**src/rtl/walker_pkg.sv**
```systemverilog
package walker_pkg;
  typedef enum logic [1:0] {
    RES_OK    = 2'd0,
    RES_MISS  = 2'd1,
    RES_ASYNC = 2'd2,
    RES_ABORT = 2'd3
  } td_res_e;

  typedef enum logic [3:0] {
    S_IDLE, S_FL, S_STEP, S_QH0, S_QH1, S_QEVAL,
    S_TD, S_CALL, S_CWB, S_POST, S_EWB, S_END
  } walk_st_e;

  localparam int LNK_TERM  = 0;
  localparam int LNK_QH    = 1;
  localparam int LNK_DEPTH = 2;
endpackage

```
**src/rtl/walk_irq.sv**
```systemverilog
module walk_irq #(
  parameter int CW = 2
) (
  input  logic          clk,
  input  logic          rst,
  input  logic          merge,
  input  logic          mask_load,
  input  logic [CW-1:0] mask_in,
  input  logic          int_ack,
  output logic [CW-1:0] causes,
  output logic          int_status
);
  logic [CW-1:0] held_mask;

  always_ff @(posedge clk) begin
    if (rst) begin
      held_mask  <= '0;
      causes     <= '0;
      int_status <= 1'b0;
    end else begin
      if (int_ack) begin
        causes     <= '0;
        int_status <= 1'b0;
      end
      if (merge) begin
        causes <= (int_ack ? '0 : causes) | held_mask;
        if (|held_mask) int_status <= 1'b1;
      end
      if (mask_load) held_mask <= mask_in;
    end
  end

  // status can only rise at a frame-start merge
  a_r11_status_at_merge: assert property (@(posedge clk) disable iff (rst)
    $rose(int_status) |-> $past(merge));
endmodule

```
**src/rtl/walk_pend.sv**
```systemverilog
module walk_pend #(
  parameter int AW = 32
) (
  input  logic          clk,
  input  logic          rst,
  input  logic          set,
  input  logic [AW-1:0] set_addr,
  input  logic          cancel,
  input  logic          complete,
  output logic          valid,
  output logic [AW-1:0] qh
);
  always_ff @(posedge clk) begin
    if (rst) begin
      valid <= 1'b0;
      qh    <= '0;
    end else if (set) begin
      valid <= 1'b1;
      qh    <= set_addr;
    end else if (cancel || complete) begin
      valid <= 1'b0;
    end
  end

  // a second transfer is never opened while one is outstanding
  a_r10_single_pending: assert property (@(posedge clk) disable iff (rst)
    set |-> !valid);
  // cancel only drops a transfer that exists
  a_r10_cancel_clears: assert property (@(posedge clk) disable iff (rst)
    (cancel && !set) |=> !valid);
endmodule

```
**src/rtl/walk_fsm.sv**
```systemverilog
module walk_fsm
  import walker_pkg::*;
#(
  parameter int BUDGET = 100,
  parameter int FN_W   = 11,
  parameter int FL_W   = 10,
  parameter int CW     = 2
) (
  input  logic            clk,
  input  logic            rst,
  input  logic            frame_tick,
  input  logic            run,
  input  logic [31:0]     list_base,
  output logic            mem_valid,
  output logic            mem_we,
  output logic [31:0]     mem_addr,
  output logic [31:0]     mem_wdata,
  input  logic            mem_ready,
  input  logic [31:0]     mem_rdata,
  output logic            td_start,
  output logic [31:0]     td_link,
  output logic [31:0]     td_ctrl,
  output logic [31:0]     td_token,
  output logic [31:0]     td_buffer,
  input  logic            td_done,
  input  logic [1:0]      td_result,
  input  logic [31:0]     td_new_ctrl,
  input  logic [CW-1:0]   td_cause,
  input  logic            pend_valid,
  input  logic [31:0]     pend_qh,
  output logic            pend_set,
  output logic [31:0]     pend_set_addr,
  output logic            pend_cancel,
  output logic [FN_W-1:0] frame_num,
  output logic            halted,
  output logic            merge,
  output logic            mask_load,
  output logic [CW-1:0]   walk_mask,
  output logic            walk_done
);
  localparam int BW = $clog2(BUDGET + 1);
  localparam logic [BW-1:0] BUDGET_INIT = BW'(BUDGET);

  walk_st_e       st;
  logic [31:0]    link, qh_addr, qh_hlink, qh_elink, td_addr;
  logic [BW-1:0]  budget;
  logic [1:0]     word_idx;
  logic           from_qh, old_pend, saw_pend;
  td_res_e        res;

  logic [FN_W-1:0] fn_next;
  logic [31:0]     fl_addr, link_addr, elink_addr;
  logic            hs;

  assign fn_next    = frame_num + 1'b1;
  assign fl_addr    = list_base + {{(32-FL_W-2){1'b0}}, fn_next[FL_W-1:0], 2'b00};
  assign link_addr  = {link[31:4], 4'h0};
  assign elink_addr = {qh_elink[31:4], 4'h0};
  assign hs         = mem_valid && mem_ready;

  always_ff @(posedge clk) begin
    if (rst) begin
      st <= S_IDLE;
      mem_valid <= 1'b0; mem_we <= 1'b0; mem_addr <= '0; mem_wdata <= '0;
      td_start <= 1'b0; td_link <= '0; td_ctrl <= '0; td_token <= '0; td_buffer <= '0;
      pend_set <= 1'b0; pend_set_addr <= '0; pend_cancel <= 1'b0;
      frame_num <= '0; halted <= 1'b0; merge <= 1'b0; mask_load <= 1'b0;
      walk_mask <= '0; walk_done <= 1'b0;
      link <= '0; qh_addr <= '0; qh_hlink <= '0; qh_elink <= '0; td_addr <= '0;
      budget <= '0; word_idx <= '0; from_qh <= 1'b0; old_pend <= 1'b0;
      saw_pend <= 1'b0; res <= RES_OK;
    end else begin
      td_start    <= 1'b0;
      merge       <= 1'b0;
      mask_load   <= 1'b0;
      pend_set    <= 1'b0;
      pend_cancel <= 1'b0;
      walk_done   <= 1'b0;
      if (hs) mem_valid <= 1'b0;

      case (st)
        S_IDLE: if (frame_tick) begin
          if (!run) begin
            halted <= 1'b1;
          end else begin
            halted    <= 1'b0;
            frame_num <= fn_next;
            merge     <= 1'b1;
            budget    <= BUDGET_INIT;
            old_pend  <= pend_valid;
            saw_pend  <= 1'b0;
            walk_mask <= '0;
            mem_valid <= 1'b1; mem_we <= 1'b0; mem_addr <= fl_addr;
            st <= S_FL;
          end
        end

        S_FL: if (hs) begin
          link <= mem_rdata;
          st   <= S_STEP;
        end

        S_STEP: begin
          if (link[LNK_TERM]) begin
            st <= S_END;
          end else if (budget <= 1) begin
            budget <= '0;
            st <= S_END;
          end else begin
            budget <= budget - 1'b1;
            if (link[LNK_QH]) begin
              if (pend_valid && link_addr == pend_qh) begin
                saw_pend <= 1'b1;
                st <= S_END;
              end else begin
                qh_addr   <= link_addr;
                mem_valid <= 1'b1; mem_we <= 1'b0; mem_addr <= link_addr;
                st <= S_QH0;
              end
            end else begin
              td_addr   <= link_addr;
              from_qh   <= 1'b0;
              word_idx  <= '0;
              mem_valid <= 1'b1; mem_we <= 1'b0; mem_addr <= link_addr;
              st <= S_TD;
            end
          end
        end

        S_QH0: if (hs) begin
          qh_hlink  <= mem_rdata;
          mem_valid <= 1'b1; mem_we <= 1'b0; mem_addr <= qh_addr + 32'd4;
          st <= S_QH1;
        end

        S_QH1: if (hs) begin
          qh_elink <= mem_rdata;
          st <= S_QEVAL;
        end

        S_QEVAL: begin
          if (qh_elink[LNK_TERM]) begin
            link <= qh_hlink;
            st <= S_STEP;
          end else if (qh_elink[LNK_QH]) begin
            link <= qh_elink;
            st <= S_STEP;
          end else if (pend_valid) begin
            link <= qh_hlink;
            st <= S_STEP;
          end else if (budget <= 1) begin
            budget <= '0;
            st <= S_END;
          end else begin
            budget    <= budget - 1'b1;
            td_addr   <= elink_addr;
            from_qh   <= 1'b1;
            word_idx  <= '0;
            mem_valid <= 1'b1; mem_we <= 1'b0; mem_addr <= elink_addr;
            st <= S_TD;
          end
        end

        S_TD: if (hs) begin
          case (word_idx)
            2'd0:    td_link   <= mem_rdata;
            2'd1:    td_ctrl   <= mem_rdata;
            2'd2:    td_token  <= mem_rdata;
            default: td_buffer <= mem_rdata;
          endcase
          if (word_idx == 2'd3) begin
            td_start <= 1'b1;
            st <= S_CALL;
          end else begin
            word_idx  <= word_idx + 1'b1;
            mem_valid <= 1'b1; mem_we <= 1'b0;
            mem_addr  <= td_addr + {28'd0, word_idx + 2'd1, 2'b00};
          end
        end

        S_CALL: if (td_done) begin
          walk_mask <= walk_mask | td_cause;
          res <= td_res_e'(td_result);
          if (td_new_ctrl != td_ctrl) begin
            mem_valid <= 1'b1; mem_we <= 1'b1;
            mem_addr  <= td_addr + 32'd4; mem_wdata <= td_new_ctrl;
            st <= S_CWB;
          end else begin
            st <= S_POST;
          end
        end

        S_CWB: if (hs) st <= S_POST;

        S_POST: begin
          if (res == RES_ABORT) begin
            st <= S_END;
          end else if (!from_qh) begin
            link <= td_link;
            st <= S_STEP;
          end else if (res == RES_ASYNC) begin
            pend_set      <= 1'b1;
            pend_set_addr <= qh_addr;
            link <= qh_hlink;
            st <= S_STEP;
          end else if (res == RES_OK) begin
            qh_elink  <= td_link;
            mem_valid <= 1'b1; mem_we <= 1'b1;
            mem_addr  <= qh_addr + 32'd4; mem_wdata <= td_link;
            st <= S_EWB;
          end else begin
            link <= qh_hlink;
            st <= S_STEP;
          end
        end

        S_EWB: if (hs) begin
          if (qh_elink[LNK_DEPTH]) begin
            st <= S_QEVAL;
          end else begin
            link <= qh_hlink;
            st <= S_STEP;
          end
        end

        S_END: begin
          mask_load <= 1'b1;
          walk_done <= 1'b1;
          if (old_pend && !saw_pend && pend_valid) pend_cancel <= 1'b1;
          st <= S_IDLE;
        end

        default: st <= S_IDLE;
      endcase
    end
  end

  // a running tick moves the frame counter by exactly one
  a_r2_frame_step: assert property (@(posedge clk) disable iff (rst)
    (st == S_IDLE && frame_tick && run) |=> frame_num == $past(frame_num) + 1'b1);
  // a stopped tick leaves the counter alone and marks halt
  a_r1_halt_on_stop: assert property (@(posedge clk) disable iff (rst)
    (st == S_IDLE && frame_tick && !run) |=> halted && $stable(frame_num));
  // a request is held until accepted
  a_r5_req_held: assert property (@(posedge clk) disable iff (rst)
    (mem_valid && !mem_ready) |=> mem_valid && $stable(mem_addr) && $stable(mem_we));
  // the step budget never exceeds its start value
  a_r9_budget_bound: assert property (@(posedge clk) disable iff (rst)
    budget <= BUDGET_INIT);
  // the end-of-walk pulse lasts one cycle
  a_r12_done_pulse: assert property (@(posedge clk) disable iff (rst)
    walk_done |=> !walk_done);
  // no descriptor starts once an abort has been taken
  a_r8_abort_stops: assert property (@(posedge clk) disable iff (rst)
    (st == S_POST && res == RES_ABORT) |=> st == S_END);
endmodule

```
**src/rtl/frame_walker.sv**
```systemverilog
module frame_walker #(
  parameter int BUDGET = 100,
  parameter int FN_W   = 11,
  parameter int FL_W   = 10,
  parameter int CW     = 2
) (
  input  logic            clk,
  input  logic            rst,
  input  logic            frame_tick,
  input  logic            run,
  input  logic [31:0]     list_base,
  input  logic            int_ack,
  input  logic            xfer_done,
  output logic            mem_valid,
  output logic            mem_we,
  output logic [31:0]     mem_addr,
  output logic [31:0]     mem_wdata,
  input  logic            mem_ready,
  input  logic [31:0]     mem_rdata,
  output logic            td_start,
  output logic [31:0]     td_link,
  output logic [31:0]     td_ctrl,
  output logic [31:0]     td_token,
  output logic [31:0]     td_buffer,
  input  logic            td_done,
  input  logic [1:0]      td_result,
  input  logic [31:0]     td_new_ctrl,
  input  logic [CW-1:0]   td_cause,
  output logic [FN_W-1:0] frame_num,
  output logic            halted,
  output logic            int_status,
  output logic [CW-1:0]   int_causes,
  output logic            pend_valid,
  output logic [31:0]     pend_qh,
  output logic            pend_cancel,
  output logic            walk_done
);
  logic          merge, mask_load, pend_set;
  logic [CW-1:0] walk_mask;
  logic [31:0]   pend_set_addr;

  walk_fsm #(.BUDGET(BUDGET), .FN_W(FN_W), .FL_W(FL_W), .CW(CW)) u_fsm (
    .clk(clk), .rst(rst), .frame_tick(frame_tick), .run(run), .list_base(list_base),
    .mem_valid(mem_valid), .mem_we(mem_we), .mem_addr(mem_addr), .mem_wdata(mem_wdata),
    .mem_ready(mem_ready), .mem_rdata(mem_rdata),
    .td_start(td_start), .td_link(td_link), .td_ctrl(td_ctrl), .td_token(td_token),
    .td_buffer(td_buffer), .td_done(td_done), .td_result(td_result),
    .td_new_ctrl(td_new_ctrl), .td_cause(td_cause),
    .pend_valid(pend_valid), .pend_qh(pend_qh), .pend_set(pend_set),
    .pend_set_addr(pend_set_addr), .pend_cancel(pend_cancel),
    .frame_num(frame_num), .halted(halted), .merge(merge), .mask_load(mask_load),
    .walk_mask(walk_mask), .walk_done(walk_done)
  );

  walk_irq #(.CW(CW)) u_irq (
    .clk(clk), .rst(rst), .merge(merge), .mask_load(mask_load), .mask_in(walk_mask),
    .int_ack(int_ack), .causes(int_causes), .int_status(int_status)
  );

  walk_pend #(.AW(32)) u_pend (
    .clk(clk), .rst(rst), .set(pend_set), .set_addr(pend_set_addr),
    .cancel(pend_cancel), .complete(xfer_done), .valid(pend_valid), .qh(pend_qh)
  );
endmodule

```
**config.mk**
```make
export PLATFORM = sky130hd
export DESIGN_NAME = frame_walker
export DESIGN_NICKNAME = d
export VERILOG_FILES = /design/src/rtl/walker_pkg.sv /design/src/rtl/walk_irq.sv /design/src/rtl/walk_pend.sv /design/src/rtl/walk_fsm.sv /design/src/rtl/frame_walker.sv
export SDC_FILE = /design/constraint.sdc
export NUM_CORES = 1
export LEC_CHECK = 0
export ABC_AREA = 1
export BUFFER_PORTS_ARGS = -buffer_cell sky130_fd_sc_hd__buf_2
export CORE_UTILIZATION = 40
export DETAILED_ROUTE_END_ITERATION = 8
export HOLD_SLACK_MARGIN = 0.06
export PLACE_DENSITY = 0.7
export SLEW_MARGIN = 20
export SYNTH_ARGS = -nofsm -noshare
export SYNTH_HDL_FRONTEND = slang
export SYNTH_HIERARCHICAL = 1
export SYNTH_SLANG_ARGS = --single-unit
```
**constraint.sdc**
```tcl
create_clock -name clk -period 2.6 [get_ports clk]
set_input_delay 0.39 -clock clk [delete_from_list [all_inputs] [get_ports clk]]
set_output_delay 0.39 -clock clk [all_outputs]
set_load 0.02 [all_outputs]
```
==> Yosys cells after proc, flatten, opt, wreduce, memory -nomap -nowiden <==
Index checks and enable logic that the tools add are counted.
{ "op_classes": {"mux": 157, "reduce_logical": 45, "magnitude_cmp": 1, "bitwise": 14, "add_sub_neg": 7, "eq_ne": 47} }
{ "ops": {"columns": ["cell", "count"], "rows": [
  ["32-bit 2-to-1 mux", 38],
  ["32-bit one-hot mux with 7 select lines", 1],
  ["32-bit one-hot mux with 2 select lines", 3],
  ["32-bit one-hot mux with 4 select lines", 1],
  ["4-bit 2-to-1 mux", 22],
  ["32-bit by 3-bit adder with 32-bit output (second input constant)", 2],
  ["1-bit 2-to-1 mux", 62],
  ["7-bit 2-to-1 mux", 7],
  ["4-bit one-hot mux with 11 select lines", 1],
  ["32-bit by 12-bit adder with 32-bit output", 1],
  ["32-bit by 4-bit adder with 32-bit output", 1],
  ["32-bit inequality test", 1],
  ["28-bit equality test", 1],
  ["2-bit 2-to-1 mux", 14],
  ["2-bit inequality test (second input constant)", 14],
  ["7-bit AND reduction", 4],
  ["2-bit by 1-bit inequality test with 1-bit output (second input constant)", 12],
  ["7-bit one-hot mux with 3 select lines", 1],
  ["10-bit AND reduction", 2],
  ["19-bit AND reduction", 1],
  ["4-bit by 3-bit equality test with 1-bit output (second input constant)", 4],
  ["4-bit equality test (second input constant)", 4],
  ["3-bit AND reduction", 5],
  ["1-bit one-hot mux with 7 select lines", 2],
  ["other kinds (34)", 67]
]} }
{ "totals": {"out_inout_bits": 245, "register_bits": 449, "input_bits": 108, "word_cells": 305} }

==> Longest topological paths before layout <==
{ "depth": {"depth_word": 7, "mapped_depth": 20, "depth_no_buf": 20} }

==> Hierarchy <==
The synthesis kept the hierarchy.
{ "by_module_without_submodules": {"columns": ["mod", "cells_each", "instances", "seq_area_each_um2", "area_each_um2"], "rows": [
  ["walk_fsm", 2949, 1, 8127.8, 19728.9],
  ["walk_pend", 145, 1, 660.6, 1282.5],
  ["walk_irq", 24, 1, 100.1, 176.4]
]} }

==> Least setup slack after synthesis <==
OpenSTA, ideal clock, no wires.
{ "synth_timing": {"path_kind": "register to register", "start": "reg u_fsm.frame_num[2]", "end": "reg u_fsm.mem_addr[28]", "slack_ns": -0.225, "setup_time_ns": 0.064, "required_ns": 2.536, "n_path_buf": 0, "period_less_slack_ns": 2.825, "arrival_ns": 2.761, "path_stages_with_launch": 19, "path_cell_list": "dfxtp_1 nand3_1 nor2_1 nand3_1 nor2_1 nand2_1 nor2_1 xor2_1 inv_1 ha_1 nand2_1 nor2_1 nand3_1 nand3_1 nand2_1 or2_2 a21oi_1 nor2_1 nor2_1"} }
{ "synth_via": {"elab_chain_len": 5} }
{ "synth_lines": {"columns": ["item", "line", "source"], "rows": [
  ["start: declaration", "walk_fsm.sv:34", "output logic [FN_W-1:0] frame_num,"],
  ["start signal: assignment", "walk_fsm.sv:87", "frame_num <= fn_next;"],
  ["11-bit by 1-bit adder with 11-bit output", "walk_fsm.sv:55", "assign fn_next = frame_num + 1'b1;"],
  ["named net u_fsm.fn_next[9]", "walk_fsm.sv:51", "logic [FN_W-1:0] fn_next;"],
  ["32-bit by 12-bit adder with 32-bit output", "walk_fsm.sv:56", "assign fl_addr = list_base + {{(32-FL_W-2){1'b0}}, fn_next[FL_W-1:0], 2'b00};"],
  ["32-bit 2-to-1 mux", "walk_fsm.sv:83", "if (!run) begin"],
  ["32-bit 2-to-1 mux", "walk_fsm.sv:82", "S_IDLE: if (frame_tick) begin"],
  ["32-bit one-hot mux with 7 select lines", "walk_fsm.sv:81", "case (st)"],
  ["end signal: assignment", "walk_fsm.sv:177", "mem_addr <= td_addr + {28'd0, word_idx + 2'd1, 2'b00};"],
  ["end signal: assignment", "walk_fsm.sv:186", "mem_addr <= td_addr + 32'd4; mem_wdata <= td_new_ctrl;"],
  ["end signal: assignment", "walk_fsm.sv:209", "mem_addr <= qh_addr + 32'd4; mem_wdata <= td_link;"],
  ["end: declaration", "walk_fsm.sv:16", "output logic [31:0] mem_addr,"]
]} }
The timed path passes the listed nets, and every way through them passes these cells. The select of a mux whose other input is x is not followed.
A chain may end at the register's enable or synchronous reset.

==> Worst setup path after layout <==
{ "layout_timing": {"start": "reg u_fsm.frame_num[0]", "end": "reg u_fsm.mem_addr[21]"} }
Same word-level chain as after synthesis.

==> impl_summary.md <==
Placement
Once detailed placement completed, the half-perimeter wirelength came to 57.7 mm. The worst setup timing slack at the placement stage is -0.196 ns. Routability-driven placement finished with a final weighted congestion of 0.970.

During placement, the flow inserted port buffers numbering between 300 and 400.

Critical path
The worst setup path is launched from a flop. STA classifies the critical path endpoint as a flop. The most common cell type on the critical path is sky130_fd_sc_hd__nand2_1. The largest single stage delay on the critical path is 0.37 ns. The slowest stage cell on the critical path is sky130_fd_sc_hd__dfxtp_4.

The buffer and inverter count on the worst path is 3. The required time of the critical path is slightly above 3 ns. Traced cell by cell, the critical path runs through nand3_4 -> nor2_4 -> nand3_2 -> nor2_1 -> nand2_1 -> nor2_2 -> xor2_1 -> inv_1 -> ha_4 -> buf_6 -> nand2_2 -> o21ai_2 -> inv_1 -> nand2_2 -> nand2_1 -> nand2_1 -> nand3_1 -> a21oi_2 -> nor2_1. For the worst setup path, the data arrival time is around 3.2 ns. The critical path class is reg2reg.

Grouping stages by cell kind, the critical path spends the most delay in simple AND/OR/NAND/NOR gates. Along the worst path, the maximum fanout reaches 6.

Pwr
In this run the power density over the cells is 797 nW/µm². VDD sags by at most 0.000503 V. The leakage component of the power is between 0.01 and 0.015 µW.

Detailed routing
The number of detailed-route iterations in the first pass is 6. After detailed routing, the average wire length per cell comes to 19.1 µm. The count of nets left with antenna violations once routing finished came out at 0.

The detailed router finished its first iteration with 2,287 violations. The final wirelength is about 80 mm. Across all layers, the routed design uses between 20,000 and 25,000 vias. The via density per instance is ~5.4. The remaining routing DRC violations is 0.

Timing
The worst slew margin relative to its limit is between 40% and 50%. The post-route worst setup slack is -0.0494 ns. The worst-case hold slack is ~0.076 ns. Setup violations remaining at the end of the flow were counted as 3.

The final critical delay including setup and external delays is between 2 and 3 ns. For the final database, setup skew stands at 0.0247 ns. The final number of max-transition violations is 0. For the pin with the worst max-slew slack, the measured transition is 0.858 ns. The highest attainable clock frequency is ~380 MHz. Setup repair after global routing could not meet its margin everywhere. The share of the clock period used by the worst path after layout is 102%. The final count of hold timing violations is 0.

Global routing
After global routing the overflow that remains totals 0. Entering global routing, the biggest net connects slightly below 70 pins. The number of global-route vias before repair is about 21,000. The number of antenna violations at the first check in global routing came to 2. The first global-routing pass estimated between 100 and 150 mm of wire. In the global route stage, overall resource usage came out at a little under 30%.

Layout
The net count reported at finish is approximately 3,600. The layout cell share with drive strength beyond 1 is around a fifth. The layout filler cell count is just over 5,000.

The growth of design area from synthesis to finish is 25.1%.

Yosys
The synthesized design devotes to its leading area cell type roughly two fifths of total area. The sequential cell area fraction in the yosys report is a little over two fifths. For this run, the number of Yosys warnings is 6. By area the synthesized netlist is led by sky130_fd_sc_hd__dfxtp_1 (42%), sky130_fd_sc_hd__nand2_1 (12%), sky130_fd_sc_hd__o21ai_0 (8.7%). The number of library cell types mapped by synthesis is 47.

The prevailing post-synth register cell is sky130_fd_sc_hd__dfxtp_1. Synthesis produced 3,118 cells. The count of flip-flops with a built-in enable after synthesis is 0.

The most used standard cell by instance count after synthesis is sky130_fd_sc_hd__nand2_1. The fraction of registers with async set/reset is 0%. The average cell area after synthesis is roughly 6.8 µm².

In this run, synthesis produced a sequential element count of 444. sky130_fd_sc_hd__dfxtp_1 takes more of the synthesized area than any other cell. The cell area after synthesis is 21,200 µm². Sorting the synthesized cells by how often they occur yields sky130_fd_sc_hd__nand2_1 (670), sky130_fd_sc_hd__dfxtp_1 (444), sky130_fd_sc_hd__nor2_1 (391).

Floorplanning
The boundary pin count is about 350. The height of the chip is between 200 and 250 µm. The die is approximately 230 µm wide.

The total die area is between 50,000 and 60,000 µm². After floorplanning, the core was divided into between 80 and 90 placement rows. The effective utilization at floorplan is approximately two fifths. The area inside the core boundary is around 52,000 µm².

Clocking
The maximum level of the CTS H-tree is 2. TritonCTS built the clock tree. The CTS sink count is approximately 440. The clock transition at the register clock pins on the worst setup and hold paths after CTS is around 0.060 ns. The number of buffers between clock root and the deepest sink is 3. The cell sitting at the root of the clock tree is a sky130_fd_sc_hd__clkbuf_16. The later-pin clock latency in the skew report is a little over 0.6 ns. Buffers inserted during clock tree synthesis total 50.

Status
The final reports fail on setup timing. The flow ran to the end, but the final reports show violations.

Job
Max-cap violations in this run came to 0.

Hold path
The worst hold path belongs to the class in2reg.
## placed cells by master, fill, tap and decap left out, drive strengths merged, types with 8 or more instances in the layout
master   instances
a221oi          10
nor3            26
nor2           393
a31oi           38
a211oi          17
o2111ai          8
xnor2           25
nand2          679
clkinv          14
ha              17
nand4           43
dfxtp          444
nand3          121
buf            479
inv            329
o22ai           27
or2              8
o211ai          30
xor2            11
o21ai          372
clkbuf          69
a21oi          316
## layout make-up
class	count	area, µm²	share of cell area (%)
multi-input cells	2170	10800	40.7
clock inverters	23	299	1.13
diodes	2	5.00	0.0189
repair buffers	484	2990	11.3
well taps	680	851	3.21
inverters	326	1240	4.67
flip-flops and latches	444	8900	33.6
clock buffers	69	1430	5.41
## per-stage QoR
stage                     area (µm²)  std cells  power, µW  setup TNS [ns]  util (%)
after floorplan                21200       3121      11400               0         -
after global routing           26500       4197      22200           -2.98      51.1
after CTS                      26200       4191      21100       -0.000852      50.6
final                          26500       4198      21100         -0.0956      51.1
after detailed placement       24100       4085      13600           -2.36      46.6
after global placement         24100       4085      13600           -1.29      46.6
## sequential cells by signal, summed over array words and instances, names as in the netlist, 4 cells and up
signal,cells
u_pend/qh,32
u_fsm/td_ctrl,32
u_fsm/qh_addr,28
u_fsm/td_buffer,32
u_fsm/qh_elink,31
u_fsm/pend_set_addr,28
u_fsm/link,30
u_fsm/mem_addr,32
u_fsm/budget,7
u_fsm/st,4
u_fsm/frame_num,11
u_fsm/mem_wdata,32
u_fsm/td_link,32
u_fsm/td_addr,28
u_fsm/qh_hlink,30
u_fsm/td_token,32
## per-layer routing
layer / global-route usage, % / vias up / wire length, µm
met2: 47.2 / 1087 / 37000
met4: 11.9 / 2 / 3070
met1: 37.1 / 10287 / 33000
li1: - / 10937 / -
met3: 5.73 / 184 / 7240
met5: 0 / - / 13
## cell families (layout without fill, tap and decap cells)
family / count (synthesis) / count (layout) / share of synthesized area, %
fa+ha+maj: 18 / 18 / 1.10
compound gates: 830 / 830 / 21.2
flops: 444 / 444 / 42.0
xor+xnor: 36 / 36 / 1.49
simple gates: 1282 / 1282 / 24.6
buf+inv: 507 / 902 / 9.58
other cells: 1 / 6 / 0.0177
## report_power, final
| group | internal [µW] | switching [µW] |
|---|---|---|
| Clock | 4390 | 3060 |
| Combinational | 1930 | 3770 |
| Sequential | 7420 | 558 |
| Total | 13700 | 7390 |
## worst paths after layout
path                 startpoint                 end  slack (ns)  cells after the start
max          u_fsm/frame_num[0]  u_fsm/mem_addr[21]       -0.05                     19
max reg2reg  u_fsm/frame_num[0]  u_fsm/mem_addr[21]       -0.05                     19
min               mem_rdata[31]  u_fsm/qh_hlink[31]        0.08                      3
min reg2reg    u_fsm/td_addr[9]    u_fsm/td_addr[9]        0.45                      2
## repair_timing
item	4_1_cts	5_1_grt
pin swaps	25	49
hold buffers	5	0
cloned	0	0
resized for setup	50	51
setup buffers	9	5
endpoints found under the hold margin	6	0
setup endpoints to repair	19	33
## tightest hold or removal path: stages
cell                      delay, ns
sky130_fd_sc_hd__buf_2         0.12
sky130_fd_sc_hd__nand3_1       0.07
sky130_fd_sc_hd__a21oi_1       0.06
Note: power is estimated with default switching activity, not from simulation.
